## config.mk

```make
export PLATFORM = sky130hd
export DESIGN_NAME = regAliasRouter
export DESIGN_NICKNAME = d
export VERILOG_FILES = /design/src/rtl/regAliasPkg.sv /design/src/rtl/regAliasControl.sv /design/src/rtl/regAliasDatapath.sv /design/src/rtl/regAliasRouter.sv
export SDC_FILE = /design/constraint.sdc
export NUM_CORES = 1
export LEC_CHECK = 0
export BUFFER_PORTS_ARGS = -buffer_cell sky130_fd_sc_hd__buf_4
export CAP_MARGIN = 10
export CORE_AREA = 2 2 110 112
export DETAILED_ROUTE_END_ITERATION = 10
export DIE_AREA = 0 0 112 114
export PLACE_DENSITY_LB_ADDON = 0.12
export SYNTH_ARGS = -nofsm -noshare
export SYNTH_HDL_FRONTEND = slang
export SYNTH_SLANG_ARGS = --single-unit
```

## constraint.sdc

```tcl
create_clock -name clk -period 1.7 [get_ports clk]
set_input_delay 0.085 -clock clk [delete_from_list [all_inputs] [get_ports clk]]
set_output_delay 0.085 -clock clk [all_outputs]
set_load 0.1 [all_outputs]
```

## src/rtl/regAliasPkg.sv

```systemverilog
package regAliasPkg;
  localparam int SIZE_W = 2;
  localparam logic [SIZE_W-1:0] SIZE_WORD = 2'd2;

  typedef enum logic [0:0] {ST_IDLE = 1'b0, ST_WAIT = 1'b1} ctrlStateT;

  // strobes from control to datapath, one per kind of completion
  typedef struct packed {
    logic aliasWr;
    logic aliasRd;
    logic faultHit;
    logic memCapture;
  } strobeT;
endpackage

```

## src/rtl/regAliasControl.sv

```systemverilog
module regAliasControl
  import regAliasPkg::*;
(
  input  logic   clk,
  input  logic   rstN,
  input  logic   reqValid,
  input  logic   reqStore,
  input  logic   isAlias,
  input  logic   isFullWord,
  input  logic   memReqReady,
  input  logic   memRespValid,
  output logic   reqReady,
  output logic   memReqValid,
  output strobeT strobe
);
  ctrlStateT state, stateNext;
  logic idle;

  assign idle = (state == ST_IDLE);

  always_comb begin
    reqReady    = idle && (isAlias || memReqReady);
    memReqValid = idle && reqValid && !isAlias;
    strobe.aliasWr    = idle && reqValid && isAlias && isFullWord && reqStore;
    strobe.aliasRd    = idle && reqValid && isAlias && isFullWord && !reqStore;
    strobe.faultHit   = idle && reqValid && isAlias && !isFullWord;
    strobe.memCapture = !idle && memRespValid;
  end

  always_comb begin
    stateNext = state;
    unique case (state)
      ST_IDLE: if (memReqValid && memReqReady) stateNext = ST_WAIT;
      ST_WAIT: if (memRespValid) stateNext = ST_IDLE;
      default: stateNext = ST_IDLE;
    endcase
  end

  always_ff @(posedge clk) begin
    if (!rstN) state <= ST_IDLE;
    else       state <= stateNext;
  end

  // a forwarded request that is taken blocks the next acceptance
  p_wait_blocks_r8: assert property (@(posedge clk) disable iff (!rstN)
    (memReqValid && memReqReady) |=> !reqReady);

  // alias requests never go out to memory
  p_alias_stays_local_r1: assert property (@(posedge clk) disable iff (!rstN)
    isAlias |-> !memReqValid);

  // at most one completion kind per cycle
  p_one_strobe: assert property (@(posedge clk) disable iff (!rstN)
    $onehot0(strobe));
endmodule

```

## src/rtl/regAliasDatapath.sv

```systemverilog
module regAliasDatapath
  import regAliasPkg::*;
#(
  parameter int ADDR_W    = 32,
  parameter int DATA_W    = 32,
  parameter int REG_COUNT = 32,
  localparam int IDX_W    = $clog2(REG_COUNT)
) (
  input  logic              clk,
  input  logic              rstN,
  input  logic [ADDR_W-1:0] reqAddr,
  input  logic [SIZE_W-1:0] reqSize,
  input  logic [DATA_W-1:0] reqWdata,
  input  logic [DATA_W-1:0] rfRdData,
  input  logic [DATA_W-1:0] memRespRdata,
  input  strobeT            strobe,
  output logic              isAlias,
  output logic              isFullWord,
  output logic [IDX_W-1:0]  rfRdIdx,
  output logic              rfWrEn,
  output logic [IDX_W-1:0]  rfWrIdx,
  output logic [DATA_W-1:0] rfWrData,
  output logic              respValid,
  output logic [DATA_W-1:0] respRdata,
  output logic              respFault
);
  localparam logic [ADDR_W-1:0] ALIAS_LIMIT = ADDR_W'(REG_COUNT);

  logic [IDX_W-1:0] regIdx;

  assign isAlias    = (reqAddr < ALIAS_LIMIT);
  assign isFullWord = (reqSize == SIZE_WORD);
  assign regIdx     = reqAddr[IDX_W-1:0];

  assign rfRdIdx  = regIdx;
  assign rfWrIdx  = regIdx;
  assign rfWrData = reqWdata;
  assign rfWrEn   = strobe.aliasWr;

  always_ff @(posedge clk) begin
    if (!rstN) begin
      respValid <= 1'b0;
      respFault <= 1'b0;
      respRdata <= '0;
    end else begin
      respValid <= strobe.aliasWr || strobe.aliasRd || strobe.faultHit || strobe.memCapture;
      respFault <= strobe.faultHit;
      if (strobe.aliasRd)         respRdata <= rfRdData;
      else if (strobe.memCapture) respRdata <= memRespRdata;
      else                        respRdata <= '0;
    end
  end

  // alias load completes next cycle without fault
  p_alias_load_r4: assert property (@(posedge clk) disable iff (!rstN)
    strobe.aliasRd |=> (respValid && !respFault));

  // a write strobe never comes with a partial size
  p_fault_no_write_r5: assert property (@(posedge clk) disable iff (!rstN)
    rfWrEn |-> (reqSize == SIZE_WORD));

  // memory data is returned one cycle later
  p_mem_resp_r7: assert property (@(posedge clk) disable iff (!rstN)
    strobe.memCapture |=> (respValid && !respFault && respRdata == $past(memRespRdata)));
endmodule

```

## src/rtl/regAliasRouter.sv

```systemverilog
module regAliasRouter
  import regAliasPkg::*;
#(
  parameter int ADDR_W    = 32,
  parameter int DATA_W    = 32,
  parameter int REG_COUNT = 32,
  localparam int IDX_W    = $clog2(REG_COUNT)
) (
  input  logic              clk,
  input  logic              rstN,
  input  logic              reqValid,
  output logic              reqReady,
  input  logic              reqStore,
  input  logic [ADDR_W-1:0] reqAddr,
  input  logic [SIZE_W-1:0] reqSize,
  input  logic [DATA_W-1:0] reqWdata,
  output logic              memReqValid,
  input  logic              memReqReady,
  output logic              memReqStore,
  output logic [ADDR_W-1:0] memReqAddr,
  output logic [SIZE_W-1:0] memReqSize,
  output logic [DATA_W-1:0] memReqWdata,
  input  logic              memRespValid,
  input  logic [DATA_W-1:0] memRespRdata,
  output logic [IDX_W-1:0]  rfRdIdx,
  input  logic [DATA_W-1:0] rfRdData,
  output logic              rfWrEn,
  output logic [IDX_W-1:0]  rfWrIdx,
  output logic [DATA_W-1:0] rfWrData,
  output logic              respValid,
  output logic [DATA_W-1:0] respRdata,
  output logic              respFault
);
  strobeT strobe;
  logic   isAlias;
  logic   isFullWord;

  // forwarded fields pass through untouched
  assign memReqStore = reqStore;
  assign memReqAddr  = reqAddr;
  assign memReqSize  = reqSize;
  assign memReqWdata = reqWdata;

  regAliasControl uCtrl (
    .clk          (clk),
    .rstN         (rstN),
    .reqValid     (reqValid),
    .reqStore     (reqStore),
    .isAlias      (isAlias),
    .isFullWord   (isFullWord),
    .memReqReady  (memReqReady),
    .memRespValid (memRespValid),
    .reqReady     (reqReady),
    .memReqValid  (memReqValid),
    .strobe       (strobe)
  );

  regAliasDatapath #(
    .ADDR_W    (ADDR_W),
    .DATA_W    (DATA_W),
    .REG_COUNT (REG_COUNT)
  ) uData (
    .clk          (clk),
    .rstN         (rstN),
    .reqAddr      (reqAddr),
    .reqSize      (reqSize),
    .reqWdata     (reqWdata),
    .rfRdData     (rfRdData),
    .memRespRdata (memRespRdata),
    .strobe       (strobe),
    .isAlias      (isAlias),
    .isFullWord   (isFullWord),
    .rfRdIdx      (rfRdIdx),
    .rfWrEn       (rfWrEn),
    .rfWrIdx      (rfWrIdx),
    .rfWrData     (rfWrData),
    .respValid    (respValid),
    .respRdata    (respRdata),
    .respFault    (respFault)
  );

  // the register port is indexed by the low address bits of an alias access
  p_index_match_r2: assert property (@(posedge clk) disable iff (!rstN)
    rfWrEn |-> (reqAddr == ADDR_W'(rfWrIdx)));

  // forwarded addresses are never in the alias window
  p_mem_outside_r1: assert property (@(posedge clk) disable iff (!rstN)
    memReqValid |-> (memReqAddr >= ADDR_W'(REG_COUNT)));
endmodule

```

==> flow_summary.ini, run 1 <==
[status]
outcome = complete, no violations

[clock_network]
clock_path_buffers = 2
post_cts_buffers = 0
ctsHoldBuffers = 0
numCtsBuffers = 5
cts.reportedPaths.clkPinSlew_ns = 0.06
cts_tree = done
cts.sinks = 35
ctsHtreeMaxLevel = 2
insertion_delay_ns = 0.28
root_buffer = clkbuf_16

[power]
ir_worst_vdd_uv = 446.7
pwr_density_cell_nw_per_um2 = 877.2
power_frac_seq_pct = 32.4
clkPwrFrac_pct = 40.4
p_leak_nw = 1.418
power_frac_comb_pct = 27.2
switching_share_pct = 32.04
cell_internal_pwr_w = 0.001757
switching_power_w = 0.0008287

[drt]
avgViaCountPerCell = 3.764
antenna_left = 0
drc = 0
wire_per_inst_um = 15.94
initialDrtViolationCount = 67
drt-pass1-iter-count = 3
routed_wirelength_um = 6693
dr_total_vias = 1581

[placed_design]
portBuffers = 165
place_congestion = 0.7157
dpl.hpwl_um = 5434

[logic_synthesis]
yosysUniqueCellTypes = 24
synthFlopType = dfxtp_1
syn_area_per_cell_sq_um = 9.896
ys_ff_latch = 35
ys_seq_area_share_pct = 33.88
synth_edf_count = 0
syn_nets = 345
netlist_area_sq_um = 2068
synth_warnings = 0
synth-async-reset-ratio_pct = 0
synthCells = 209

[grt]
grt_antenna_before_repair = 0
grt_pass1_wl_um = 9280
grt_pass1_vias = 1561
grt_util_all_layers_pct = 9.585
grt_max_degree = 33
gr-total-overflow = 0

[timing]
setup_violations = 0
fin_crit_sh_pct = 92.00
skew_ns = 0.002902
drv_slew = 0
period_minus_slack_ns = 1.564
fmax_ghz = 0.6394
finalHoldViolCount = 0
worst_pin_slew_ns = 0.2910
slew_headroom_pct = 80.76
rsz0062_at_grt = no
whs_ns = 0.01225

[critical_path]
cp.required_ns = 1.62
cp-start-kind = input pin
path_cells = buf_4, nor4_4, nand4_2, nor4_4, buf_4, and3_4, buf_12
crit_type = input pin to output pin
slowest_delay_ns = 0.30
critPathMaxFanout = 3
crit_slowest_cell = nor4_4
crit_arrival_ns = 1.48
end_kind = output pin

[floorplanning]
die_w_um = 112
dieArea_sq_um = 12770
rows = 40
core_sq_um = 11710
dieHeight_um = 114
start_util_pct = 17.66
pin_count = 282

[cells_and_area]
area_growth_pct = 42.53
nFillCells = 1278
diodes = 0
drive_gt1_share_pct = 70.70
nets = 408
final_core_util_pct = 25.17

[run]
drv_cap = 0

[hold_path]
min_path_type = input pin to register
==> metal layers <==
metal	GRT usage (%)	wire (um)
met1	9.518	2221
met2	17.21	3417
met3	4.570	881
met4	4.065	172
met5	0	0
==> power groups by stage <==
stage / sequential [W] / clock (W) / combinational [W]
after CTS: 0.000836 / 0.00110 / 0.000701
after floorplan: 0.000930 / 0 / 0.00127
after global routing: 0.000838 / 0.00112 / 0.000727
after detailed placement: 0.000855 / 0 / 0.000695
after global placement: 0.000855 / 0 / 0.000694
final: 0.000837 / 0.00105 / 0.000703
==> worst max-delay path, delay by kind of cell <==
family	cells	cell delay [ns]
buf+inv	3	0.44
simple gates	4	0.95
==> worst paths after layout <==
kind,cells past startpoint,end,start,slack (ns)
worst max-delay path,7,rfWrEn,reqAddr[20],0.14
worst min-delay path,2,uData.respRdata[12],rfRdData[12],0.01
worst max register to register,5,uData.respRdata[20],uCtrl.state,0.30
worst min register to register,2,uCtrl.state,uCtrl.state,0.54
==> area by class of cell <==
type | count | area, sq um | area share, %
Tap cell | 147 | 183.9 | 6.239
Multi-Input combinational cell | 58 | 553.0 | 18.76
Sequential cell | 35 | 701.9 | 23.81
Clock buffer | 5 | 125.1 | 4.244
Clock inverter | 3 | 43.79 | 1.486
Timing Repair Buffer | 172 | 1340 | 45.46
==> state kept, by name (all words and copies together), names as in the netlist <==
signal,count
uCtrl.state,1
uData.respFault,1
uData.respRdata,32
uData.respValid,1
==> cells in the mapped netlist (2+ instances only) <==
cell type | instances | area (sq um)
clkbuf_1 | 4 | 15.01
buf_6 | 3 | 33.78
nor4_4 | 2 | 42.54
nor2b_1 | 2 | 12.51
and3_1 | 2 | 12.51
a22o_1 | 32 | 280.3
nor4_1 | 3 | 18.77
buf_4 | 109 | 818.3
nor4_2 | 3 | 37.54
dfxtp_1 | 35 | 700.7
==> placed cells by master (no fill, tap or decap) <==
cell       count
and3b_1        1
clkinv_2       1
nand3b_1       1
nor3_2         1
o21a_1         1
clkbuf_16      5
a22o_1        32
nand4b_1       1
nand3_1        1
nor4_2         1
nor2b_1        2
and3_1         1
and2_1         1
bufinv_16      1
o21ai_0        1
nor4_1         2
o21ba_2        1
dfxtp_2        1
buf_4        166
nor2_2         1
buf_6          3
dfxtp_1       34
nor4_4         5
or3_1          1
nand4_2        1
nand2b_4       1
nand2_1        1
and3_4         1
buf_12         3
clkinv_4       1
==> kinds of logic after synthesis <==
logic type,count (synthesis),share of synthesized area (%)
DFF,35,33.88
AOI/OAI and AO/OA,35,14.64
buffers and inverters,116,41.92
and+or+nand+nor,23,9.558
==> metrics by stage <==
step	worst slack, ns	setup TNS (ns)	total power [W]	cells	cell area, sq um
floorplan	0.1480	0	0.002198	209	2072
global placement	-0.01359	-0.01359	0.001549	412	2705
detailed placement	-0.04612	-0.04612	0.001549	412	2705
CTS	0.01669	0	0.002637	420	2913
global route	0.005077	0	0.002684	420	2948
finish	0.1360	0	0.002586	420	2948
==> repair_timing <==
action | CTS | global route
endpoints found under the setup margin | 1 | 3
pin swaps | 1 | 4
gates resized for setup | 7 | 7
Power figures use the tool's default switching activity.
==> run 2: changes to the inputs <==
- ABC_AREA: unset -> 1
- CORE_AREA: 2 2 110 112 -> 2 2 111 113
- DIE_AREA: 0 0 112 114 -> 0 0 113 115
- clock period: 1.7 -> 1.6 ns (I/O delays scaled with it)
==> run 2 against run 1 <==
The flow now finishes with violations (design-rule violations); cell count grew 35%; critical path depth shrank 3; utilization grew 2.4 points; register-to-register slack gained 0.05 ns; flip-flop and latch count is the same; critical path type is now register to output pin; largest cell class unchanged.
==> flow_summary.ini, run 2 <==
[status]
outcome = finished, violations left
violations = design-rule violations

[grt]
grt_antenna_before_repair = 0
grt_pass1_wl_um = 10880
grt_util_all_layers_pct = 10.79
gr-total-overflow = 0
grt_max_degree = 42
grt_pass1_vias = 2035

[cells_and_area]
diodes = 0
nets = 556
area_growth_pct = 33.78
most-common-layout-cells = buf_4, nand2_1, nor2_1, dfxtp_1, inv_1
nFillCells = 1335
drive_gt1_share_pct = 43.71
largest_reg_flops = 32
regMostFlops = uData.respRdata
layout.cells.non_filler = 568
mostFrequentLayoutCell = buf_4
final_area_sq_um = 3261

[critical_path]
r2r-start = uCtrl.state
cp.required_ns = 1.52
slowest_delay_ns = 0.33
reg2regPathDepth = 6
rrSetupSlack_ns = 0.35
crit_slowest_cell = dfxtp_1
crit_type = register to output pin
cpLargestDelayFamily = simple AND/OR/NAND/NOR gates
path_buf_inv = 1
crit_arrival_ns = 1.36
critPathMaxFanout = 4
cp-start-kind = register
end_kind = output pin
timing.critical_path.from = uCtrl.state
reg2reg_to = uData.respRdata[25]
path_cells = nor4_2, nand2_1, nor2_4, buf_6
path_depth = 4

[power]
ir_worst_vdd_uv = 451.1
pwr_density_cell_nw_per_um2 = 896.3
p_leak_nw = 1.777

[clock_network]
insertion_delay_ns = 0.28
cts_tree = done
clock_path_buffers = 2
numCtsBuffers = 5
ctsHtreeMaxLevel = 2
root_buffer = clkbuf_16
cts.sinks = 35
cts.reportedPaths.clkPinSlew_ns = 0.06

[drt]
initialDrtViolationCount = 67
wire_per_inst_um = 12.77
routed_wirelength_um = 7251
avgViaCountPerCell = 3.755
antenna_left = 0
drt-pass1-iter-count = 7
drc = 13
dr_total_vias = 2133

[logic_synthesis]
synth_top_cell_by_area = buf_4
synth-async-reset-ratio_pct = 0
synth_area_leaders = buf_4, dfxtp_1, nand2_1
synth.top_cell.area_share_pct = 33.57
netlist_area_sq_um = 2437
synth_edf_count = 0
ys_seq_area_share_pct = 28.75
synthFlopType = dfxtp_1
synth_warnings = 0
syn_nets = 499
synthCells = 363
ys_ff_latch = 35
yosysUniqueCellTypes = 15
syn_area_per_cell_sq_um = 6.714
yosysMostFrequentCell = buf_4
yosys-top-cells-count = buf_4, nand2_1, nor2_1

[timing]
worst_pin_slew_ns = 0.3601
slew_headroom_pct = 75.97
drv_slew = 0
setup_violations = 0
fin_crit_sh_pct = 89.69
period_minus_slack_ns = 1.435
fmax_ghz = 0.6968
finalHoldViolCount = 0
skew_ns = 0.007237

[placed_design]
place_congestion = 0.6552
portBuffers = 165
dpl.hpwl_um = 5895
dp.cells = 560
place_area_sq_um = 3062

[floorplanning]
dieHeight_um = 115
rows = 40
pin_count = 282
die_w_um = 113
dieArea_sq_um = 13000
start_util_pct = 20.64
core_sq_um = 11810

[hold_path]
hp-start = rfRdData[10]
min_path_type = input pin to register
min_to = uData.respRdata[10]
holdPathStages = 3

[run]
drv_cap = 0
## run 2: cell types whose count changed in the layout (fill, tap and decap cells not counted), sizes merged, moves of 2 or more
| cell | change |
|---|---|
| o21bai | +10 |
| inv | +16 |
| nor2 | +75 |
| clkinv | -2 |
| nand2 | +98 |
| nor4 | -7 |
| and3 | -2 |
| a22o | -32 |
| nor2b | -2 |
## run 2: tightest hold or removal path, stage by stage
cell,delay (ns)
buf_4,0.08
nor2_1,0.03
nor2_1,0.08
## run 2: timing repair
action | 4_1_cts | 5_1_grt
gates resized for setup | 1 | 1
hold buffers | 0 | 0
hold endpoints to repair | 0 | 0
buffers inserted | 0 | 0
endpoints found under the setup margin | 1 | 1
## run 2: cell type report
type / count / area (sq um) / area share, %
clock inverters: 2 / 60.06 / 1.842
repair buffers: 171 / 1313 / 40.25
flip-flops and latches: 35 / 700.7 / 21.49
multi-input cells: 191 / 814.5 / 24.98
inverters: 16 / 60.06 / 1.842
clock buffers: 6 / 128.9 / 3.952
well taps: 147 / 183.9 / 5.641
## run 2: how the worst max path moves through the flow
stage	end	slack, ns
2_1_floorplan	reqReady	0.1
3_3_place_gp	rfWrEn	0.08
3_5_place_dp	rfWrEn	0.06
4_1_cts	rfWrEn	0.05
5_1_grt	rfWrEn	-0.01
6_report	rfWrEn	0.16
## run 2: per-layer routing
| metal | track usage (%) | part of all wire (%) |
|---|---|---|
| met3 | 3.690 | 10 |
| met4 | 5.610 | 3.3 |
| met2 | 19.80 | 52 |
| met1 | 10.85 | 34 |
| met5 | 0 | 0 |
## run 2: where the power goes
group	switching, W	total [W]	internal [W]
Combinational	0.000519	0.000769	0.000250
Clock	0.000372	0.00127	0.000894
Sequential	0.00000447	0.000888	0.000884
## run 2: cell families after synthesis
family                 Yosys count  share of synthesized area (%)
AOI/OAI and AO/OA               12                          3.490
and+or+nand+nor                179                          28.80
buffers and inverters          137                          38.96
DFF                             35                          28.75
## run 2: through the flow
step | setup WS (ns) | setup TNS, ns | power [W] | hold slack [ns] | utilization, %
2_1_floorplan | 0.09973 | 0 | 0.002367 | 0.2004 | -
3_3_place_gp | 0.07598 | 0 | 0.001680 | 0.1610 | 25.92
3_5_place_dp | 0.05532 | 0 | 0.001682 | 0.1610 | 25.92
4_1_cts | 0.04854 | 0 | 0.002986 | 0.01493 | 27.55
5_1_grt | -0.01481 | -0.01481 | 0.003053 | 0.01989 | 27.61
6_report | 0.1649 | 0 | 0.002923 | 0.01918 | 27.61
